===== src/rtl/timer_pkg.sv =====
`timescale 1ns/1ps
package timer_pkg;
    localparam int CNT_W = 16;
    localparam int SEL_W = 3;
    localparam int PSC_W = (1 << SEL_W) - 1;

    typedef logic [SEL_W-1:0] sel_t;
    typedef logic [PSC_W-1:0] psc_t;

    typedef struct packed {
        logic ovf_ie;
        logic mod_en;
        sel_t psc_sel;
    } ctrl_t;

    typedef struct packed {
        logic restart;
        logic wrap;
        logic tick;
    } cnt_ev_t;

    function automatic psc_t psc_mask(input sel_t s);
        logic [PSC_W:0] one_hot;
        one_hot = (PSC_W+1)'(1) << s;
        return psc_t'(one_hot - 1'b1);
    endfunction
endpackage


===== src/rtl/tmr_prescaler.sv =====
`timescale 1ns/1ps
module tmr_prescaler
    import timer_pkg::*;
(
    input  logic clk,
    input  logic rst,
    input  logic en,
    input  sel_t sel_req,
    input  logic restart,
    output logic tick
);
    psc_t pcnt;
    sel_t held_sel;
    sel_t eff_sel;
    psc_t mask;

    // adopt a new select only when all stages are zero
    always_comb begin
        eff_sel = (pcnt == '0) ? sel_req : held_sel;
        mask    = psc_mask(eff_sel);
        tick    = en && ((pcnt & mask) == mask);
    end

    always_ff @(posedge clk) begin
        if (rst) begin
            pcnt     <= '0;
            held_sel <= '0;
        end else if (en) begin
            held_sel <= eff_sel;
            pcnt     <= restart ? '0 : pcnt + 1'b1;
        end
    end
endmodule


===== src/rtl/tmr_counter.sv =====
`timescale 1ns/1ps
module tmr_counter
    import timer_pkg::*;
#(
    parameter int W = CNT_W
) (
    input  logic         clk,
    input  logic         rst,
    input  logic         en,
    input  logic         tick,
    input  logic         mod_en,
    input  logic [W-1:0] cmp,
    output logic [W-1:0] count,
    output logic         restart,
    output logic         wrap,
    output logic         hit
);
    logic [W-1:0] nxt;

    always_comb begin
        nxt     = count + 1'b1;
        restart = en && mod_en && (count == cmp);
        wrap    = en && tick && !restart && (count == '1);
    end

    always_ff @(posedge clk) begin
        if (rst) begin
            count <= '0;
            hit   <= 1'b0;
        end else begin
            hit <= 1'b0;
            if (restart) begin
                count <= '0;
            end else if (en && tick) begin
                count <= nxt;
                hit   <= (nxt == cmp);
            end
        end
    end
endmodule


===== src/rtl/tmr_ovf_flag.sv =====
`timescale 1ns/1ps
module tmr_ovf_flag (
    input  logic clk,
    input  logic rst,
    input  logic set_i,
    input  logic clr_i,
    input  logic ie,
    output logic flag,
    output logic req
);
    always_ff @(posedge clk) begin
        if (rst)        flag <= 1'b0;
        else if (set_i) flag <= 1'b1;
        else if (clr_i) flag <= 1'b0;
    end

    assign req = flag && ie;
endmodule


===== src/rtl/prescaled_modtimer.sv =====
`timescale 1ns/1ps
module prescaled_modtimer
    import timer_pkg::*;
#(
    parameter int W = CNT_W
) (
    input  logic             clk,
    input  logic             rst,
    input  logic             tmr_en,
    input  logic             ovf_ie,
    input  logic             cnt_rst_en,
    input  logic [SEL_W-1:0] presc_sel,
    input  logic [W-1:0]     cmp_val,
    input  logic             flag_clr,
    output logic [W-1:0]     count,
    output logic             cmp_evt,
    output logic             ovf_flag,
    output logic             irq
);
    ctrl_t   ctrl;
    cnt_ev_t ev;

    assign ctrl = '{ovf_ie: ovf_ie, mod_en: cnt_rst_en, psc_sel: presc_sel};

    tmr_prescaler u_psc (
        .clk     (clk),
        .rst     (rst),
        .en      (tmr_en),
        .sel_req (ctrl.psc_sel),
        .restart (ev.restart),
        .tick    (ev.tick)
    );

    tmr_counter #(.W(W)) u_cnt (
        .clk     (clk),
        .rst     (rst),
        .en      (tmr_en),
        .tick    (ev.tick),
        .mod_en  (ctrl.mod_en),
        .cmp     (cmp_val),
        .count   (count),
        .restart (ev.restart),
        .wrap    (ev.wrap),
        .hit     (cmp_evt)
    );

    tmr_ovf_flag u_flag (
        .clk   (clk),
        .rst   (rst),
        .set_i (ev.wrap),
        .clr_i (flag_clr),
        .ie    (ctrl.ovf_ie),
        .flag  (ovf_flag),
        .req   (irq)
    );
endmodule


===== config.mk =====
export PLATFORM = sky130hd
export DESIGN_NAME = prescaled_modtimer
export DESIGN_NICKNAME = d
export VERILOG_FILES = /design/src/rtl/timer_pkg.sv /design/src/rtl/tmr_prescaler.sv /design/src/rtl/tmr_counter.sv /design/src/rtl/tmr_ovf_flag.sv /design/src/rtl/prescaled_modtimer.sv
export SDC_FILE = /design/constraint.sdc
export NUM_CORES = 1
export LEC_CHECK = 0
export ABC_AREA = 1
export BUFFER_PORTS_ARGS = -buffer_cell sky130_fd_sc_hd__clkbuf_2
export CAP_MARGIN = 10
export CORE_MARGIN = 2
export CORE_UTILIZATION = 50
export DETAILED_ROUTE_END_ITERATION = 8
export PLACE_DENSITY = 0.77
export RECOVER_POWER = 25
export SLEW_MARGIN = 0
export SYNTH_ARGS = -nofsm -noshare
export SYNTH_HDL_FRONTEND = slang
export SYNTH_SLANG_ARGS = --single-unit

===== constraint.sdc =====
create_clock -name clk -period 3.9 [get_ports clk]
set_input_delay 0.195 -clock clk [delete_from_list [all_inputs] [get_ports clk]]
set_output_delay 0.195 -clock clk [all_outputs]
set_load 0.05 [all_outputs]

==> results of run 1 <==
## cells in the mapped netlist
cell type                  instances  area [µm²]
sky130_fd_sc_hd__inv_2             2        7.51
sky130_fd_sc_hd__nor3_1            6        30.0
sky130_fd_sc_hd__nand4_4           2        42.5
sky130_fd_sc_hd__o21bai_1          1        7.51
sky130_fd_sc_hd__dfxtp_1          28         561
sky130_fd_sc_hd__nand2_1         106         398
sky130_fd_sc_hd__nand3b_1          3        22.5
sky130_fd_sc_hd__o31ai_1           1        7.51
sky130_fd_sc_hd__buf_6             1        11.3
sky130_fd_sc_hd__o22ai_1           4        25.0
sky130_fd_sc_hd__inv_1            60         225
sky130_fd_sc_hd__nand2_4           3        33.8
sky130_fd_sc_hd__xnor2_1           5        43.8
sky130_fd_sc_hd__a21oi_1           6        30.0
sky130_fd_sc_hd__nor2_4            6        67.6
sky130_fd_sc_hd__o211ai_1          1        7.51
sky130_fd_sc_hd__or2_2             2        12.5
sky130_fd_sc_hd__buf_8             1        15.0
sky130_fd_sc_hd__xor2_1           12         105
sky130_fd_sc_hd__nand3_2           5        50.1
sky130_fd_sc_hd__nor4_1            1        6.26
sky130_fd_sc_hd__a21oi_4           1        16.3
sky130_fd_sc_hd__ha_1              4        50.1
sky130_fd_sc_hd__buf_2             4        20.0
sky130_fd_sc_hd__nand3_4           1        17.5
sky130_fd_sc_hd__nor2_2            2        12.5
sky130_fd_sc_hd__o21ai_0           8        40.0
sky130_fd_sc_hd__nand3_1          36         180
sky130_fd_sc_hd__nand4_1          10        62.6
sky130_fd_sc_hd__o32ai_1           1        8.76
sky130_fd_sc_hd__a21oi_2           3        26.3
sky130_fd_sc_hd__nand2_2           5        31.3
sky130_fd_sc_hd__nor2_1           53         199
sky130_fd_sc_hd__nor3_2            2        20.0
## power by group
group          internal, mW  switching, mW  leakage [nW]
logic                0.0642          0.136          1.06
registers             0.293        0.00587         0.227
clock network        0.0697         0.0974        0.0216
## final timing paths
path,from,end,slack [ns],cells after the start
setup / recovery,u_psc.pcnt[0],u_cnt.count[12],1.25,17
setup reg to reg,u_psc.pcnt[0],u_cnt.count[12],1.25,17
hold reg to reg,u_flag.flag,u_flag.flag,0.50,2
hold / removal,flag_clr,u_flag.flag,0.16,4
## per-layer routing
layer | up-vias | share of wire [%]
met5 | - | 0
met4 | 0 | 1.8
met3 | 9 | 5.2
met2 | 66 | 44
met1 | 1064 | 49
li1 | 1301 | -
## flip-flops by register name (all words and copies together) (netlist names)
register / count
u_flag.flag: 1
u_cnt.count: 16
u_cnt.hit: 1
u_psc.pcnt: 7
u_psc.held_sel: 3
## logic make-up (layout without fill, tap and decap cells)
group                    after synthesis  in the layout
AND/OR/NAND/NOR                      243            243
adder cells (fa/ha/maj)                4              4
AO/OA/AOI/OAI                         26             26
buffers and inverters                 68            108
XOR/XNOR                              17             17
flip-flops                            28             28
## metrics by stage
stage	hold slack (ns)	total power, mW	std cells
after global placement	0.461	0.500	477
after detailed placement	0.466	0.504	477
final	0.158	0.666	480
after floorplan	0.257	0.469	386
after CTS	0.158	0.669	480
after global routing	0.179	0.699	480
## critical path, stage by stage (launching register included)
cell and delay (ns):
sky130_fd_sc_hd__dfxtp_1 0.32, sky130_fd_sc_hd__inv_1 0.16, sky130_fd_sc_hd__ha_1 0.17, sky130_fd_sc_hd__inv_1 0.06, sky130_fd_sc_hd__nor2_4 0.15, sky130_fd_sc_hd__nand3_2 0.15, sky130_fd_sc_hd__nand2_2 0.11, sky130_fd_sc_hd__nand2_4 0.08
sky130_fd_sc_hd__inv_1 0.08, sky130_fd_sc_hd__nand3_1 0.07, sky130_fd_sc_hd__ha_1 0.27, sky130_fd_sc_hd__o21ai_0 0.12, sky130_fd_sc_hd__a21oi_4 0.21, sky130_fd_sc_hd__nand2_2 0.09, sky130_fd_sc_hd__nor2_4 0.28, sky130_fd_sc_hd__nand3_1 0.11
sky130_fd_sc_hd__nand2_1 0.08, sky130_fd_sc_hd__nor2_1 0.06
## placed cells by master, fill, tap and decap left out, drive strengths merged
cell type and n:
nand2 114, inv 62, nor2 61, clkbuf 46, nand3 42, dfxtp 28, xor2 12, nand4 12
a21oi 10, o21ai 8, nor3 8, xnor2 5, o22ai 4, ha 4, nand3b 3, or2 2
o211ai 1, o21bai 1, nor4 1, o32ai 1, o31ai 1
## layout make-up
type	count	area share, %
Inverter	62	8.76
Sequential cell	28	21.1
Multi-Input combinational cell	290	58.5
Clock buffer	3	1.55
Tap cell	54	2.54
Timing Repair Buffer	43	7.58
==> results_dict.tcl, run 1 <==
set metrics [dict create \
    max-vdd-ir-drop_v 0.000127 \
    max_freq_mhz 377 \
    critical_path_required_ns 4.09 \
    ys_seq_area_share_pct 23.4 \
    hold_class "in2reg" \
    numPortBuffers 43 \
    die_area_um2 5360 \
    run_status "complete, no violations" \
    antenna_left 0 \
    clk_path_buf_depth 2 \
    nFillCells 471 \
    final_core_utilization_pct 57.0 \
    fin_nets 457 \
    overflow 0 \
    postLayoutSetupSlackWorst_ns 1.25 \
    setup_tns_ns 0 \
    synth_cells 386 \
    floorplan.die.height_um 73.2 \
    yosysWarningCount 0 \
    dpl.hpwl_mm 4.48 \
    cts.repair_timing.setup_buffer_count 0 \
    post-route-period-util_pct 67.9 \
    grt_start_max_net_pins 22 \
    placed_cell_area_um2 2630 \
    flow.area_growth_from_synthesis_pct 11.0 \
    tightest_slew_ns 0.696 \
    clock-sinks 28 \
    startpoint_class "flip-flop" \
    fin_worst_skew_ns 0.00353 \
    core.rowCount 25 \
    global_route.usage.met3_pct 2.35 \
    gr-usage-all-layers_pct 22.2 \
    fraction_of_synthesized_cell_area_in_xor_and_xnor_cells_pct 6.22 \
    setup-violations-final 0 \
    unique_cell_type_count_in_the_yosys_netlist 34 \
    mappedNetlistArea_um2 2390 \
    layout-drive-gt1-share_pct 16.2 \
    path_class "reg2reg" \
    relSlewSlack_pct 53.6 \
    synthSimpleGateAreaFrac_pct 49.6 \
    antenna_cells_inserted 0 \
    dominant_combinational_cell_family_by_area_after_synthesis "simple AND/OR/NAND/NOR gates" \
    cp-end-kind "flip-flop" \
    finalWirelength_mm 5.70 \
    number_of_nets_in_the_synthesized_netlist 415 \
    synth_compound_area_share_pct 7.06 \
    sequential_cell_area_um2 561 \
    post_cts_hold_buffer_count 0 \
    worst_skew_pair.late_latency_ns 0.28 \
    first_pass_grt_wire_length_mm 9.40 \
    num_io_pins 44 \
    coreArea_um2 4660 \
    grt_setup_unrepaired "no" \
    worst_path_clk_slew_ns 0.10 \
    synth-seq-cells 28 \
    timing_max_transition_violations_final 0 \
    max_cap_viol_count 0 \
    leakage_nw 1.30 \
    ctsResizeCount 0 \
    post_synth_mux_area_share_pct 0 \
    grt_util_met2_pct 35.0 \
    power.density_cell_area_nw_per_um2 250 \
    hold_violations 0 \
    worstPathMaxFanout 14 \
    drt_pre_antenna_iters 4 \
    clk_root_buffer_cell "sky130_fd_sc_hd__clkbuf_8" \
    clock_tree.htree_level_count 1 \
    grt_antenna_before_repair 0 \
    routed-via-count 2440 \
    wire_per_inst_um 11.9 \
    gp_congestion 0.920 \
    cts_tree "built" \
    cts_buffers 3 \
    postSynthAreaPerCell_um2 6.20 \
    postLayoutCellArea_um2 2660 \
    data_arrival_time_of_the_critical_path_ns 2.84 \
    detail_route.iter0.violations 138 \
    multi_input_area_um2 1550 \
    die_w_um 73.2 \
    time_the_worst_path_needs_with_i_o_delays_and_setup_ns 2.65 \
    number_of_global_route_vias_before_repair 2101 \
    synth_fa_ha_area_share_pct 2.09 \
    via_per_inst 5.08 \
    start_util_pct 51.4 \
    dpl_worst_slack_ns 1.28 \
    global_route.peak_usage_layer "met2" \
    grt.met1_usage_pct 31.1 \
    total_drc_errors_in_the_routed_layout 0 \
]
Power figures use the tool's default switching activity.
==> run 2: changes to the inputs <==
PLACE_DENSITY = 0.8   (was 0.77)
clock period = 2.4 ns   (was 3.9 ns; I/O delays follow)
==> run 2 against run 1 <==
The flow now finishes with violations (setup timing); fmax is 9.3% higher; utilization is 5.3 points higher; sequential power is 63% higher; global-route usage is 1.0 points higher; via count is 7.7% higher; power is 81% higher; die area stayed put; setup slack worse by 1.3 ns.
==> results_dict.tcl, run 2 (synthesized netlist as in run 1, its figures left out) <==
set metrics [dict create \
    startpoint_class "flip-flop" \
    fin_nets 471 \
    timing_max_transition_violations_final 0 \
    first_pass_grt_wire_length_mm 9.86 \
    max_cap_viol_count 0 \
    power.clock.fraction_pct 21.5 \
    min_delay_path_depth 4 \
    coreArea_um2 4660 \
    cp-end-kind "flip-flop" \
    antenna_left 0 \
    detail_route.iter0.violations 151 \
    relSlewSlack_pct 56.2 \
    largest-register "u_cnt.count" \
    routed-via-count 2627 \
    dpl_worst_slack_ns -0.0109 \
    clk_path_buf_depth 2 \
    numPortBuffers 43 \
    die_area_um2 5360 \
    timing.critical_path.cells "inv_4 > ha_4 > inv_2 > nor2_4 > buf_6 > nand4_4 > nand2_4 > nand3_2 > ha_4 > o21ai_2 > a21oi_4 > nand2_2 > nor2_4 > clkbuf_16 > nand3_1 > nand2_1 > nor2_1" \
    total_drc_errors_in_the_routed_layout 0 \
    core.rowCount 25 \
    overflow 0 \
    whs_ns 0.102 \
    r2r-start "u_psc.pcnt[1]" \
    worstPathBufferInverterCount 4 \
    worst_path_clk_slew_ns 0.10 \
    floorplan.die.height_um 73.2 \
    rr_worst_depth 17 \
    most-common-layout-cells "sky130_fd_sc_hd__nand2_1, sky130_fd_sc_hd__inv_1, sky130_fd_sc_hd__nor2_1, sky130_fd_sc_hd__clkbuf_2, sky130_fd_sc_hd__nand3_1" \
    max_freq_mhz 413 \
    cts_buffers 3 \
    path_class "reg2reg" \
    cp-startpoint "u_psc.pcnt[1]" \
    setup_tns_ns -0.0362 \
    cts_tree "built" \
    final_common_cell "sky130_fd_sc_hd__nand2_1" \
    grt_setup_unrepaired "yes" \
    totalPowerFinal_mw 1.21 \
    clock_tree.htree_level_count 1 \
    wire_per_inst_um 12.6 \
    r2r-end "u_cnt.count[9]" \
    die_w_um 73.2 \
    leakage_nw 1.41 \
    tightest_slew_ns 0.656 \
    time_the_worst_path_needs_with_i_o_delays_and_setup_ns 2.42 \
    gp_congestion 0.969 \
    worstPathMaxFanout 5 \
    finalWirelength_mm 6.23 \
    p_sw_uw 446 \
    clock-sinks 28 \
    largest_register_ff_count 16 \
    crit_end "u_cnt.count[9]" \
    cp_num_cells 17 \
    num_io_pins 44 \
    max-vdd-ir-drop_v 0.000344 \
    drt_pre_antenna_iters 5 \
    path_delay_family "simple AND/OR/NAND/NOR gates" \
    post-route-period-util_pct 101 \
    post_cts_hold_buffer_count 0 \
    stdcell_count 494 \
    grt_antenna_before_repair 0 \
    run_status "complete, but fails checks" \
    reg_top3 "u_cnt.count: 16 flops, u_psc.pcnt: 7 flops, u_psc.held_sel: 3 flops" \
    critical-path-slowest-cell "sky130_fd_sc_hd__dfxtp_2" \
    number_of_global_route_vias_before_repair 2313 \
    clk_root_buffer_cell "sky130_fd_sc_hd__clkbuf_8" \
    regToRegSetupSlack_ns -0.02 \
    critical_path.max_stage_delay_ns 0.36 \
    power.density_cell_area_nw_per_um2 415 \
    fin_worst_skew_ns 0.00698 \
    combinationalPowerShare_pct 38.2 \
    worst_skew_pair.late_latency_ns 0.28 \
    hold_violations 0 \
    start_util_pct 51.4 \
    grt_start_max_net_pins 22 \
    setup-violations-final 2 \
    hold_class "in2reg" \
    flow.area_growth_from_synthesis_pct 21.4 \
    placedCellCount 486 \
    critical_path_required_ns 2.58 \
    dpl.hpwl_mm 4.53 \
    switching_share_pct 36.9 \
    power.internal_uw 762 \
    gr-usage-all-layers_pct 23.2 \
    layout-drive-gt1-share_pct 22.3 \
    via_per_inst 5.32 \
    antenna_cells_inserted 0 \
    violations "setup timing" \
    seq_power_share_pct 40.3 \
    data_arrival_time_of_the_critical_path_ns 2.61 \
    postLayoutSetupSlackWorst_ns -0.0231 \
]
-- run 2: power by group through the flow --
stage | clock, mW | combinational, mW | sequential, mW
after floorplan | 0 | 0.257 | 0.505
after global placement | 0 | 0.372 | 0.495
after detailed placement | 0 | 0.378 | 0.495
after CTS | 0.271 | 0.408 | 0.485
after global routing | 0.290 | 0.503 | 0.488
final | 0.260 | 0.461 | 0.486
-- run 2: area by class of cell --
| cell class | instances | area, µm² |
|---|---|---|
| inverters | 62 | 238 |
| well taps | 54 | 67.6 |
| fillers | 436 | 1750 |
| repair buffers | 55 | 343 |
| flip-flops and latches | 28 | 562 |
| multi-input cells | 292 | 1660 |
| clock buffers | 3 | 41.3 |
-- run 2: how the worst min path moves through the flow --
| stage | slack, ns | from | endpoint |
|---|---|---|---|
| finish | 0.10 | flag_clr | u_flag.flag |
| global route | 0.11 | flag_clr | u_flag.flag |
| CTS | 0.1 | flag_clr | u_flag.flag |
| detailed placement | 0.39 | flag_clr | u_flag.flag |
| global placement | 0.39 | flag_clr | u_flag.flag |
| floorplan | 0.18 | rst | u_flag.flag |
-- run 2: through the flow --
step | util, % | cell area (µm²)
final | 62.4 | 2910
after global routing | 62.4 | 2910
after CTS | 60.3 | 2810
after detailed placement | 58.4 | 2720
after global placement | 58.4 | 2720
after floorplan | - | 2390
-- run 2: worst register-to-register path: stages, from the launching register on --
cell,delay [ns]
sky130_fd_sc_hd__dfxtp_2,0.36
sky130_fd_sc_hd__inv_4,0.07
sky130_fd_sc_hd__ha_4,0.12
sky130_fd_sc_hd__inv_2,0.04
sky130_fd_sc_hd__nor2_4,0.17
sky130_fd_sc_hd__buf_6,0.13
sky130_fd_sc_hd__nand4_4,0.10
sky130_fd_sc_hd__nand2_4,0.13
sky130_fd_sc_hd__nand3_2,0.10
sky130_fd_sc_hd__ha_4,0.27
sky130_fd_sc_hd__o21ai_2,0.06
sky130_fd_sc_hd__a21oi_4,0.15
sky130_fd_sc_hd__nand2_2,0.09
sky130_fd_sc_hd__nor2_4,0.20
sky130_fd_sc_hd__clkbuf_16,0.18
sky130_fd_sc_hd__nand3_1,0.06
sky130_fd_sc_hd__nand2_1,0.06
sky130_fd_sc_hd__nor2_1,0.05
-- run 2: routing by layer --
layer,wire [µm],part of all wire (%),track usage [%],vias up
li1,-,-,-,1333
met1,2840,46,30.4,1176
met2,2900,46,38.5,106
met3,407,6.5,4.14,12
met4,89,1.4,7.41,0
met5,0,0,0,-
-- run 2: repair_timing --
action | in CTS | in global routing
pin swaps | 2 | 12
buffers inserted | 0 | 2
gates resized for setup | 6 | 16
cloned | 2 | 1
endpoints found under the setup margin | 17 | 18
==> run 3: changes to the inputs <==
HOLD_SLACK_MARGIN = 0.15   (was unset)
==> run 3 against run 2 <==
The flow still finishes with violations (setup timing); via count grew 0.46%; sequential share of layout area shrank 0.13 points; non-clock buffer count grew 2; sequential cell count is the same; critical path type unchanged; critical endpoint unchanged.
==> results_dict.tcl, run 3 (synthesized netlist as in run 1, its figures left out) <==
set metrics [dict create \
    number_of_global_route_vias_before_repair 2335 \
    fin_worst_skew_ns 0.00660 \
    max-vdd-ir-drop_v 0.000344 \
    gp_congestion 0.969 \
    reg_top3 "u_cnt.count: 16 flops, u_psc.pcnt: 7 flops, u_psc.held_sel: 3 flops" \
    via_per_inst 5.32 \
    clock-sinks 28 \
    overflow 0 \
    start_util_pct 51.4 \
    relSlewSlack_pct 56.4 \
    worstPathMaxFanout 5 \
    core.rowCount 25 \
    leakage_nw 1.41 \
    grt_start_max_net_pins 22 \
    stdcell_count 496 \
    cp-end-kind "flip-flop" \
    holdCritStartpoint "tmr_en" \
    data_arrival_time_of_the_critical_path_ns 2.60 \
    placedCellCount 486 \
    time_the_worst_path_needs_with_i_o_delays_and_setup_ns 2.42 \
    flow.area_growth_from_synthesis_pct 22.3 \
    violations "setup timing" \
    die_w_um 73.2 \
    num_io_pins 44 \
    clock_tree.htree_level_count 1 \
    hold_violations 0 \
    max_freq_mhz 413 \
    min_delay_path_depth 2 \
    final_common_cell "sky130_fd_sc_hd__nand2_1" \
    die_area_um2 5360 \
    worst_path_clk_slew_ns 0.10 \
    layout-drive-gt1-share_pct 22.2 \
    coreArea_um2 4660 \
    detail_route.iter0.violations 168 \
    path_delay_family "simple AND/OR/NAND/NOR gates" \
    critical_path_required_ns 2.58 \
    grt_setup_unrepaired "yes" \
    antenna_left 0 \
    path_class "reg2reg" \
    dpl_worst_slack_ns -0.0109 \
    worstPathBufferInverterCount 4 \
    total_drc_errors_in_the_routed_layout 0 \
    finalWirelength_mm 6.22 \
    fin_nets 473 \
    nFillCells 434 \
    floorplan.die.height_um 73.2 \
    tightest_slew_ns 0.653 \
    max_cap_viol_count 0 \
    setup-violations-final 2 \
    startpoint_class "flip-flop" \
    timing_max_transition_violations_final 0 \
    rr_worst_depth 17 \
    drt_pre_antenna_iters 5 \
    largest-register "u_cnt.count" \
    post-route-period-util_pct 101 \
    routed-via-count 2639 \
    wire_per_inst_um 12.5 \
    cts_tree "built" \
    placed_cell_area_um2 2720 \
    final_core_utilization_pct 62.8 \
    run_status "complete, but fails checks" \
    cts_buffers 3 \
    dpl.hpwl_mm 4.53 \
    critical-path-slowest-cell "sky130_fd_sc_hd__dfxtp_2" \
    setup_tns_ns -0.0303 \
    clk_path_buf_depth 2 \
    hold-path-endpoint "u_psc.pcnt[0]" \
    r2r-start "u_psc.pcnt[1]" \
    cp-startpoint "u_psc.pcnt[1]" \
    numPortBuffers 43 \
    power.density_cell_area_nw_per_um2 413 \
    timing.critical_path.cells "inv_4 > ha_4 > inv_2 > nor2_4 > buf_6 > nand4_4 > nand2_4 > nand3_2 > ha_4 > o21ai_2 > a21oi_4 > nand2_2 > nor2_4 > clkbuf_16 > nand3_1 > nand2_1 > nor2_1" \
    worst_skew_pair.late_latency_ns 0.28 \
    most-common-layout-cells "sky130_fd_sc_hd__nand2_1, sky130_fd_sc_hd__inv_1, sky130_fd_sc_hd__nor2_1, sky130_fd_sc_hd__clkbuf_2, sky130_fd_sc_hd__nand3_1" \
    r2r-end "u_cnt.count[9]" \
    first_pass_grt_wire_length_mm 9.92 \
    regToRegSetupSlack_ns -0.02 \
    clk_root_buffer_cell "sky130_fd_sc_hd__clkbuf_8" \
    critical_path.max_stage_delay_ns 0.36 \
    grt_antenna_before_repair 0 \
    antenna_cells_inserted 0 \
    postLayoutCellArea_um2 2930 \
    largest_register_ff_count 16 \
    postLayoutSetupSlackWorst_ns -0.0199 \
    gr-usage-all-layers_pct 23.3 \
    hold_class "in2reg" \
]
## run 3: worst max-delay path by stage
stage                     endpoint  cells after the start
finish              u_cnt.count[9]                     17
global route        u_cnt.count[7]                     18
CTS                 u_cnt.count[9]                     19
detailed placement       u_cnt.hit                     16
global placement         u_cnt.hit                     16
floorplan           u_cnt.count[9]                     18
## run 3: worst reg2reg max path: stages (launching register included)
cell and delay, ns:
sky130_fd_sc_hd__dfxtp_2 0.36, sky130_fd_sc_hd__inv_4 0.07, sky130_fd_sc_hd__ha_4 0.12, sky130_fd_sc_hd__inv_2 0.04, sky130_fd_sc_hd__nor2_4 0.17, sky130_fd_sc_hd__buf_6 0.13
sky130_fd_sc_hd__nand4_4 0.10, sky130_fd_sc_hd__nand2_4 0.13, sky130_fd_sc_hd__nand3_2 0.10, sky130_fd_sc_hd__ha_4 0.27, sky130_fd_sc_hd__o21ai_2 0.06, sky130_fd_sc_hd__a21oi_4 0.15
sky130_fd_sc_hd__nand2_2 0.09, sky130_fd_sc_hd__nor2_4 0.20, sky130_fd_sc_hd__clkbuf_16 0.18, sky130_fd_sc_hd__nand3_1 0.06, sky130_fd_sc_hd__nand2_1 0.06, sky130_fd_sc_hd__nor2_1 0.05
## run 3: what timing repair did
item	in CTS	in global routing
gates resized for setup	6	16
hold buffers	2	0
buffers inserted	0	2
pin swaps	2	12
cloned	2	1
setup endpoints to repair	17	18
hold endpoints to repair	1	0
## run 3: final cells by class
type,instances,area [µm²],share of cell area [%]
Tap cell,54,67.6,2.31
Sequential cell,28,562,19.2
Timing Repair Buffer,57,363,12.4
Clock buffer,3,41.3,1.41
Multi-Input combinational cell,292,1660,56.6
Inverter,62,238,8.12
## run 3: per-layer routing
layer / GRT usage (%) / routed length (µm) / part of all wire [%] / up-vias
li1: - / - / - / 1340
met5: 0 / 0 / 0 / -
met4: 7.41 / 97 / 1.6 / 0
met3: 4.14 / 427 / 6.9 / 16
met2: 38.9 / 2920 / 47 / 111
met1: 30.4 / 2780 / 45 / 1172
## run 3: through the flow
step	total power, mW	hold slack [ns]
after CTS	1.17	0.165
final	1.21	0.196
after global placement	0.867	0.392
after floorplan	0.763	0.182
after global routing	1.28	0.200
after detailed placement	0.874	0.394
## run 3: power breakdown
group	internal, mW	leakage, nW	switching [mW]
logic	0.175	1.17	0.288
registers	0.476	0.227	0.0105
clock network	0.113	0.0216	0.147
